`config.mk`:
```
export PLATFORM = sky130hd
export DESIGN_NAME = lrck_speed_detect
export DESIGN_NICKNAME = d
export VERILOG_FILES = /design/src/rtl/speed_det_pkg.sv /design/src/rtl/lrck_edge_sync.sv /design/src/rtl/lrck_period_counter.sv /design/src/rtl/ratio_classifier.sv /design/src/rtl/lrck_speed_detect.sv
export SDC_FILE = /design/constraint.sdc
export NUM_CORES = 1
export LEC_CHECK = 0
export BUFFER_PORTS_ARGS = -buffer_cell sky130_fd_sc_hd__buf_2
export CORE_ASPECT_RATIO = 0.8
export CORE_MARGIN = 4
export CORE_UTILIZATION = 55
export CTS_BUF_LIST = sky130_fd_sc_hd__clkbuf_16
export DETAILED_ROUTE_END_ITERATION = 7
export PLACE_DENSITY = 0.7
export SYNTH_ARGS = -nofsm -noshare
export SYNTH_HDL_FRONTEND = slang
export SYNTH_HIERARCHICAL = 1
export SYNTH_SLANG_ARGS = --single-unit
export TNS_END_PERCENT = 100
```
`constraint.sdc`:
```
create_clock -name mclk -period 3.3 [get_ports mclk]
set_input_delay 0.165 -clock mclk [delete_from_list [all_inputs] [get_ports mclk]]
set_output_delay 0.165 -clock mclk [all_outputs]
set_load 0.1 [all_outputs]
```
`src/rtl/speed_det_pkg.sv`:
```
// Shared types for the frame clock ratio speed detector.
package speed_det_pkg;

    // Speed mode code seen on the speed_mode port
    typedef enum logic [1:0] {
        SPD_SINGLE = 2'b00,
        SPD_DOUBLE = 2'b01,
        SPD_QUAD   = 2'b10,
        SPD_NONE   = 2'b11
    } speed_e;

    // Number of nominal ratios recognised (BASE, 2*BASE, 4*BASE, 8*BASE)
    localparam int NUM_RATIOS = 4;

endpackage

```
`src/rtl/lrck_edge_sync.sv`:
```
// Brings the asynchronous frame clock into the mclk domain and flags its
// rising edges.
// Assumes: SYNC_STAGES >= 2; frame clock high and low phases each last
// several mclk cycles.
module lrck_edge_sync #(
    parameter int SYNC_STAGES = 2
) (
    input  logic mclk,
    input  logic rst_n,
    input  logic lrck_async,
    output logic rise
);
    localparam int MSB = SYNC_STAGES - 1;

    logic [MSB:0] sync_q;
    logic         prev_q;

    // Shift the raw level through the synchroniser and keep one delayed copy
    always_ff @(posedge mclk) begin
        if (!rst_n) begin
            sync_q <= '0;
            prev_q <= 1'b0;
        end else begin
            sync_q <= {sync_q[MSB-1:0], lrck_async};
            prev_q <= sync_q[MSB];
        end
    end

    // Rising edge of the synchronised level
    always_comb rise = sync_q[MSB] & ~prev_q;

endmodule

```
`src/rtl/lrck_period_counter.sv`:
```
// Counts mclk cycles between rising frame clock edges. When a measurement
// is complete it issues a one-cycle meas_valid together with the period.
// If the count saturates, it forces a single measurement of CNT_MAX.
// Assumes: the first edge after reset only arms the counter.
module lrck_period_counter #(
    parameter int CNT_W = 11
) (
    input  logic             mclk,
    input  logic             rst_n,
    input  logic             rise,
    output logic             meas_valid,
    output logic [CNT_W-1:0] period
);
    localparam logic [CNT_W-1:0] CNT_MAX = '1;
    localparam logic [CNT_W-1:0] CNT_PRE = CNT_MAX - 1'b1;

    logic [CNT_W-1:0] cnt_q;
    logic             armed_q;

    // Cycle counter with capture on edge and one-shot timeout
    always_ff @(posedge mclk) begin
        if (!rst_n) begin
            cnt_q      <= '0;
            armed_q    <= 1'b0;
            meas_valid <= 1'b0;
            period     <= '0;
        end else begin
            meas_valid <= 1'b0;
            if (rise) begin
                cnt_q   <= '0;
                armed_q <= 1'b1;
                if (armed_q) begin
                    meas_valid <= 1'b1;
                    period     <= (cnt_q == CNT_MAX) ? CNT_MAX : cnt_q + 1'b1;
                end
            end else if (cnt_q == CNT_PRE) begin
                cnt_q      <= CNT_MAX;
                meas_valid <= 1'b1;
                period     <= CNT_MAX;
            end else if (cnt_q != CNT_MAX) begin
                cnt_q <= cnt_q + 1'b1;
            end
        end
    end

endmodule

```
`src/rtl/ratio_classifier.sv`:
```
// Matches a period count against the nominal ratios within +/-TOL cycles.
// It then maps the matched ratio and the clock class to a speed mode and a
// divider setting. Purely combinational.
// Assumes: BASE_RATIO << 3 plus TOL fits in CNT_W bits.
module ratio_classifier
    import speed_det_pkg::*;
#(
    parameter int CNT_W      = 11,
    parameter int BASE_RATIO = 64,
    parameter int TOL        = 2
) (
    input  logic [CNT_W-1:0] period,
    input  logic             fast_mclk,
    output logic             legal,
    output logic [1:0]       ratio_idx,
    output speed_e           mode,
    output logic             div2
);
    logic [NUM_RATIOS-1:0] hit;

    // One window comparator per nominal ratio
    for (genvar k = 0; k < NUM_RATIOS; k++) begin : g_win
        localparam int NOM = BASE_RATIO << k;
        localparam logic [CNT_W-1:0] LO = CNT_W'(NOM - TOL);
        localparam logic [CNT_W-1:0] HI = CNT_W'(NOM + TOL);
        always_comb hit[k] = (period >= LO) && (period <= HI);
    end

    // Encode the matching window and map it to mode and divider
    always_comb begin
        ratio_idx = 2'd0;
        for (int k = 0; k < NUM_RATIOS; k++) begin
            if (hit[k]) ratio_idx = 2'(k);
        end
        legal = 1'b0;
        mode  = SPD_NONE;
        if (hit != '0) begin
            case (ratio_idx)
                2'd1: begin legal = 1'b1; mode = fast_mclk ? SPD_QUAD   : SPD_DOUBLE; end
                2'd2: begin legal = 1'b1; mode = fast_mclk ? SPD_DOUBLE : SPD_SINGLE; end
                2'd3: begin legal = fast_mclk; mode = fast_mclk ? SPD_SINGLE : SPD_NONE; end
                default: begin legal = 1'b0; mode = SPD_NONE; end
            endcase
        end
        div2 = legal & fast_mclk;
    end

endmodule

```
`src/rtl/lrck_speed_detect.sv`:
```
// Top: measures mclk cycles per frame clock period and derives the speed
// mode, the internal divider setting, a lock flag and an unsupported flag.
// Assumes: fast_mclk is steady around the moment a measurement completes.
module lrck_speed_detect
    import speed_det_pkg::*;
#(
    parameter int SYNC_STAGES = 2,
    parameter int BASE_RATIO  = 64,
    parameter int TOL         = 2
) (
    input  logic       mclk,
    input  logic       rst_n,
    input  logic       lrck_async,
    input  logic       fast_mclk,
    output logic [1:0] speed_mode,
    output logic       mclk_div2,
    output logic       locked,
    output logic       unsupported
);
    localparam int MAX_RATIO = BASE_RATIO << (NUM_RATIOS - 1);
    localparam int CNT_W     = $clog2(MAX_RATIO) + 2;

    logic             rise;
    logic             meas_valid;
    logic [CNT_W-1:0] period;
    logic             cls_legal;
    logic [1:0]       cls_idx;
    speed_e           cls_mode;
    logic             cls_div2;

    speed_e           mode_q;
    logic             div2_q, locked_q, unsup_q;
    logic             prev_legal_q;
    logic [1:0]       prev_idx_q;

    lrck_edge_sync #(.SYNC_STAGES(SYNC_STAGES)) sync_i (
        .mclk(mclk), .rst_n(rst_n), .lrck_async(lrck_async), .rise(rise)
    );

    lrck_period_counter #(.CNT_W(CNT_W)) cnt_i (
        .mclk(mclk), .rst_n(rst_n), .rise(rise),
        .meas_valid(meas_valid), .period(period)
    );

    ratio_classifier #(.CNT_W(CNT_W), .BASE_RATIO(BASE_RATIO), .TOL(TOL)) cls_i (
        .period(period), .fast_mclk(fast_mclk), .legal(cls_legal),
        .ratio_idx(cls_idx), .mode(cls_mode), .div2(cls_div2)
    );

    // Update the results and the lock history on each completed measurement
    always_ff @(posedge mclk) begin
        if (!rst_n) begin
            mode_q       <= SPD_NONE;
            div2_q       <= 1'b0;
            locked_q     <= 1'b0;
            unsup_q      <= 1'b0;
            prev_legal_q <= 1'b0;
            prev_idx_q   <= 2'd0;
        end else if (meas_valid) begin
            mode_q       <= cls_mode;
            div2_q       <= cls_div2;
            unsup_q      <= ~cls_legal;
            locked_q     <= cls_legal && prev_legal_q && (cls_idx == prev_idx_q);
            prev_legal_q <= cls_legal;
            prev_idx_q   <= cls_idx;
        end
    end

    assign speed_mode  = mode_q;
    assign mclk_div2   = div2_q;
    assign locked      = locked_q;
    assign unsupported = unsup_q;

endmodule

```
Yosys cells after proc, flatten, opt, wreduce, memory -nomap -nowiden
Cells that the tools add are included.

Input bits: 4. Logic and storage cells: 65. Output and inout port bits: 5. Bits in registers: 35.

$lt $le $gt $ge: 8. $add $sub $neg: 1. Bitwise logic cells: 5. Reductions and logical operators: 12. Equality and inequality tests: 8. Multiplexer cells: 19.

Operators with widths (number): 2-to-1 mux 11 bit (6); == test 11 bit (second input constant) (2); adder 11 x 1 -> 11 bit (second input constant) (1); greater-or-equal comparator 11 x 6 -> 1 bit (second input constant) (1); greater-or-equal comparator 11 x 7 -> 1 bit (second input constant) (1); greater-or-equal comparator 11 x 8 -> 1 bit (second input constant) (1); greater-or-equal comparator 11 x 9 -> 1 bit (second input constant) (1); less-or-equal comparator 11 x 10 -> 1 bit (second input constant) (1); less-or-equal comparator 11 x 7 -> 1 bit (second input constant) (1); less-or-equal comparator 11 x 8 -> 1 bit (second input constant) (1); less-or-equal comparator 11 x 9 -> 1 bit (second input constant) (1); inequality test 11 bit (second input constant) (1); 2-to-1 mux 2 bit (5); logical AND 1 bit (6); 2-to-1 mux 1 bit (6); one-hot mux 2 bit (3 select lines) (1); == test 2 bit (second input constant) (2); nonzero test 2 bit (2); nonzero test 4 bit (1); OR reduction 2 bit (2); NOT 1 bit (3); AND 1 bit (2); == test 2 x 1 -> 1 bit (second input constant) (1); == test 2 bit (1); 3 further kinds (3).

Logic depth before layout (Yosys ltp)
Depth after elaboration: 11. Depth in mapped cells: 11. Depth with buffers taken out: 11.

Cells and area by module
Netlist, hierarchy kept.

Modules (own cells, without submodules): lrck_period_counter (area each 1064.8 um2, sequential area each 480.5 um2, cells each 94, times used 1); lrck_speed_detect (area each 324.1 um2, sequential area each 160.2 um2, cells each 29, times used 1); ratio_classifier (area each 324.1 um2, sequential area each 0.0 um2, cells each 44, times used 1); lrck_edge_sync (area each 92.6 um2, sequential area each 60.1 um2, cells each 7, times used 1).

Worst setup path before layout
OpenSTA, ideal clock, no wires.

Kind: flip-flop to flip-flop. From: reg cnt_i.period[2]. To: reg locked_q (netlist: locked). Path buffers: 0. Required time: 3208 ps. Data arrival time: 2554 ps. Slack: 653 ps. Setup time: 92 ps. Cell stages (with the launch flop): 11. Period minus slack after synthesis: 2647 ps. Cell sequence: dfxtp_1 or4_4 or3_1 o31ai_2 o311ai_1 inv_1 ha_1 nand2_1 a221oi_2 nand4_1 o32ai_1.

Elaborated cells between the ends (all ways): 25. Those cells by class: order compare: 8; eq/ne: 4; mux: 5; reduce/logical: 8.

RTL lines: from (decl) (line lrck_period_counter.sv:12) `output logic [CNT_W-1:0] period`; from (signal assigned) (line lrck_period_counter.sv:34) `period <= (cnt_q == CNT_MAX) ? CNT_MAX : cnt_q + 1'b1;`; greater-or-equal comparator 11 x 8 -> 1 bit or less-or-equal comparator 11 x 9 -> 1 bit (tied branches) (line ratio_classifier.sv:26) `always_comb hit[k] = (period >= LO) && (period <= HI);`; logical AND 1 bit (line ratio_classifier.sv:26); 2-to-1 mux 2 bit (line ratio_classifier.sv:33) `if (hit[k]) ratio_idx = 2'(k);`; 2-to-1 mux 2 bit * (line ratio_classifier.sv:33); via cls_idx[1] (line lrck_speed_detect.sv:27) `logic [1:0] cls_idx;`; == test 2 x 1 -> 1 bit or == test 2 bit (tied branches) (line ratio_classifier.sv:38) `case (ratio_idx)`; OR reduction 2 bit (no source line); one-hot mux 1 bit (2 select lines) * (line ratio_classifier.sv:38); 2-to-1 mux 1 bit * (line ratio_classifier.sv:37) `if (hit != '0) begin`; via cls_legal (line lrck_speed_detect.sv:26) `logic cls_legal;`; logical AND 1 bit * (2 in a row) (line lrck_speed_detect.sv:63) `locked_q <= cls_legal && prev_legal_q && (cls_idx == prev_idx_q);`; to (signal assigned) (line lrck_speed_detect.sv:63); to (decl) (line lrck_speed_detect.sv:32) `logic div2_q, locked_q, unsup_q;`.

The timed path passes the listed nets; every way through them passes the cells marked *. A chain may end at the register's enable or synchronous reset.

Worst setup path in the final report
Ends and elaborated chain as after synthesis.

==> flow_metrics.env <==
export IMPL_synth_edf_count=0
export IMPL_tns_ps=0
export IMPL_slowest_stage="or4_4"
export IMPL_synth_seq_cells=35
export IMPL_synth_compound_area_share=0.204
export IMPL_crit_path_end_kind="flip-flop"
export IMPL_fmax_ghz=0.343
export IMPL_max_cap_violations=0
export IMPL_worstPathCellList="or4_4, or3_1, o31ai_2, o311ai_1, inv_1, ha_1, nand2_1, a221oi_2, nand4_1, o32ai_1"
export IMPL_max_slew_worst_pin_slew_ps=495
export IMPL_clk_pin_slew_ps=50
export IMPL_drt_initial_drc_count=39
export IMPL_clock_latency_ps=270
export IMPL_die_h_um=59.2
export IMPL_ant_nets=0
export IMPL_seqCellArea_um2=701
export IMPL_holdBufCountCts=0
export IMPL_start_kind="flip-flop"
export IMPL_synth_top_family_by_area="compound AO/OA/AOI/OAI gates"
export IMPL_power_per_cell_area_mw_per_mm2=453
export IMPL_synth_xor_area_share=0.0922
export IMPL_run_status="finished, final reports clean"
export IMPL_start_util=0.581
export IMPL_internal_power_uw=719
export IMPL_antenna_found_initial=0
export IMPL_yosys_area_share_simple=0.195
export IMPL_ir_drop_mv=0.359
export IMPL_synth_nets=184
export IMPL_yosys_most_used_dff="dfxtp_1"
export IMPL_die_x_um=72.1
export IMPL_rows=18
export IMPL_drt_pass1_iterations=4
export IMPL_max_slew_margin_rel=0.672
export IMPL_drc=0
export IMPL_cts_sinks=35
export IMPL_period_share=0.883
export IMPL_wl_mm=3.19
export IMPL_die_area_mm2=0.00427
export IMPL_synth_top_area_frac=0.388
export IMPL_period_needed_ps=2910
export IMPL_port_buffers=8
export IMPL_ctsResizeCount=0
export IMPL_post_route_worst_setup_slack_ps=387
export IMPL_hold_class="input port to flip-flop"
export IMPL_root_buffer="clkbuf_16"
export IMPL_slowest_delay_ps=570
export IMPL_switching_share=0.204
export IMPL_power_frac_comb=0.045
export IMPL_synth_area_leader_cell="dfxtp_1"
export IMPL_multi_input_comb_area_mm2=0.00103
export IMPL_worstSetupPathType="flip-flop to flip-flop"
export IMPL_postCtsSetupBuffers=0
export IMPL_reg2reg_slack_ps=390
export IMPL_synthArstFlopShare=0
export IMPL_finalSetupViolations=0
export IMPL_final_hold_violation_count=0
export IMPL_maxSlewViolCount=0
export IMPL_grt_overflow=0
export IMPL_dp_hpwl_mm=2.37
export IMPL_post_synth_top_count_cell="dfxtp_1"
export IMPL_required_ps=3480
export IMPL_yosysSeqAreaShare=0.388
export IMPL_syn_area_mm2=0.00181
export IMPL_ios=9
export IMPL_switching_power_uw=184
export IMPL_viasPerCell=5.68
export IMPL_clock_power_share=0.469
export IMPL_htreeDepth=2
export IMPL_rsz0062_at_grt="false"
export IMPL_rr_worst_depth=10
export IMPL_critPathMaxFanout=4
export IMPL_fin_nets=193
export IMPL_layout_drive_gt1_share=0.185
export IMPL_core_area_mm2=0.00311
export IMPL_cts_buffer_depth=2
export IMPL_cts_tree="built"
export IMPL_utilization=0.641
export IMPL_diodes=0
export IMPL_synthMuxAreaShare=0.0395
export IMPL_cts_buffers=5
export IMPL_yosys_warnings=6
export IMPL_synth_cells=174
export IMPL_synth_fa_ha_area_frac=0.0416
export IMPL_synth_commonest_cells="dfxtp_1 (35), xor2_1 (11), a21oi_1 (9)"
export IMPL_grt_pass1_wl_mm=5.80
export IMPL_finalClockSkew_ps=5.43
export IMPL_worstPathArrival_ps=3090
export IMPL_gp_congestion=0.855
export IMPL_grt_pass1_vias=1215
export IMPL_ys_top_cells_by_area="dfxtp_1 (39%), xor2_1 (5.3%), o221a_1 (4.4%)"
export IMPL_synth_cell_types=50
export IMPL_grt_max_degree=27
export IMPL_post_place_ws_ps=402
export IMPL_holdPathStages=2
export IMPL_num_fill_cells=246
export IMPL_vias=1272
export IMPL_grt_total_usage=0.178
export IMPL_wl_per_cell_um=14.2
export IMPL_p_leak_uw=0.000794
export IMPL_pwr_share_seq=0.486
export IMPL_power_uw=903
export IMPL_syn2layout_area_growth_pct=10.3
export IMPL_synth_area_per_cell_um2=10.4
## cell type report
cell class,count,area share
Clock buffer,5,0.0628
Clock inverter,3,0.00628
Inverter,8,0.0151
Multi-Input combinational cell,125,0.519
Sequential cell,35,0.352
Tap cell,40,0.0251
Timing Repair Buffer,8,0.0201
## critical path: cells and delay by family, from the launching register on
family	cells	cell delay [ps]
flops	1	330
simple gates	4	1160
fa+ha+maj	1	220
buf+inv	1	170
compound gates	4	950
## path summary, 6_finish.rpt
kind                          from               end
hold / removal          lrck_async  sync_i/sync_q[0]
hold reg to reg   sync_i/sync_q[0]  sync_i/sync_q[1]
setup / recovery   cnt_i/period[2]            locked
setup reg to reg   cnt_i/period[2]            locked
## layout by cell type, fill, tap and decap left out, types with 3 or more instances in the layout
cell type / netlist / final
buf_2: 0 / 8
nor3_1: 4 / 4
a211oi_1: 4 / 4
a211o_1: 3 / 3
dfxtp_1: 35 / 35
nand2b_1: 5 / 5
clkbuf_16: 0 / 5
and2_1: 6 / 6
nand3_1: 5 / 5
xnor2_1: 8 / 8
xor2_1: 11 / 11
nor4_1: 3 / 3
a21oi_1: 9 / 9
nand2_1: 6 / 6
o221a_1: 7 / 7
o221a_2: 3 / 3
and3_1: 3 / 3
nor2b_1: 4 / 4
inv_1: 7 / 9
ha_1: 6 / 6
mux2i_1: 6 / 6
## flip-flops by register name (all words and copies together), names as in the netlist, 2 cells and up
register       cells
prev_idx_q         2
sync_i/sync_q      2
speed_mode         2
cnt_i/period      11
cnt_i/cnt_q       11
## cell families (layout without fill, tap and decap cells)
group                    after synthesis  count (layout)
adder cells (fa/ha/maj)                6               6
AND/OR/NAND/NOR                       54              54
AO/OA/AOI/OAI                         39              39
flip-flops                            35              35
XOR/XNOR                              19              19
multiplexers                           7               7
buffers and inverters                 14              24
## power by group through the flow
stage / sequential [uW] / clock (uW) / combinational [uW]
after floorplan: 445 / 0 / 30.7
after global placement: 447 / 0 / 39.1
after detailed placement: 447 / 0 / 40.4
after CTS: 439 / 437 / 40.6
after global routing: 440 / 455 / 46.0
final: 439 / 423 / 40.6
## stage by stage
stage	hold WS (ps)	instance area (um2)	std cells
floorplan	227	1810	174
global placement	378	1850	216
detailed placement	390	1850	216
CTS	106	1990	224
global route	131	1990	224
finish	104	1990	224
## routing by layer
| metal | global-route usage | up-vias | wire length [um] | share of wire |
|---|---|---|---|---|
| li1 | - | 666 | - | - |
| met1 | 0.247 | 587 | 1700 | 0.53 |
| met2 | 0.257 | 13 | 1340 | 0.42 |
| met3 | 0.0559 | 6 | 103 | 0.032 |
| met4 | 0.0724 | 0 | 42 | 0.013 |
| met5 | 0 | - | 0 | 0 |
Power figures use the tool's default switching activity.
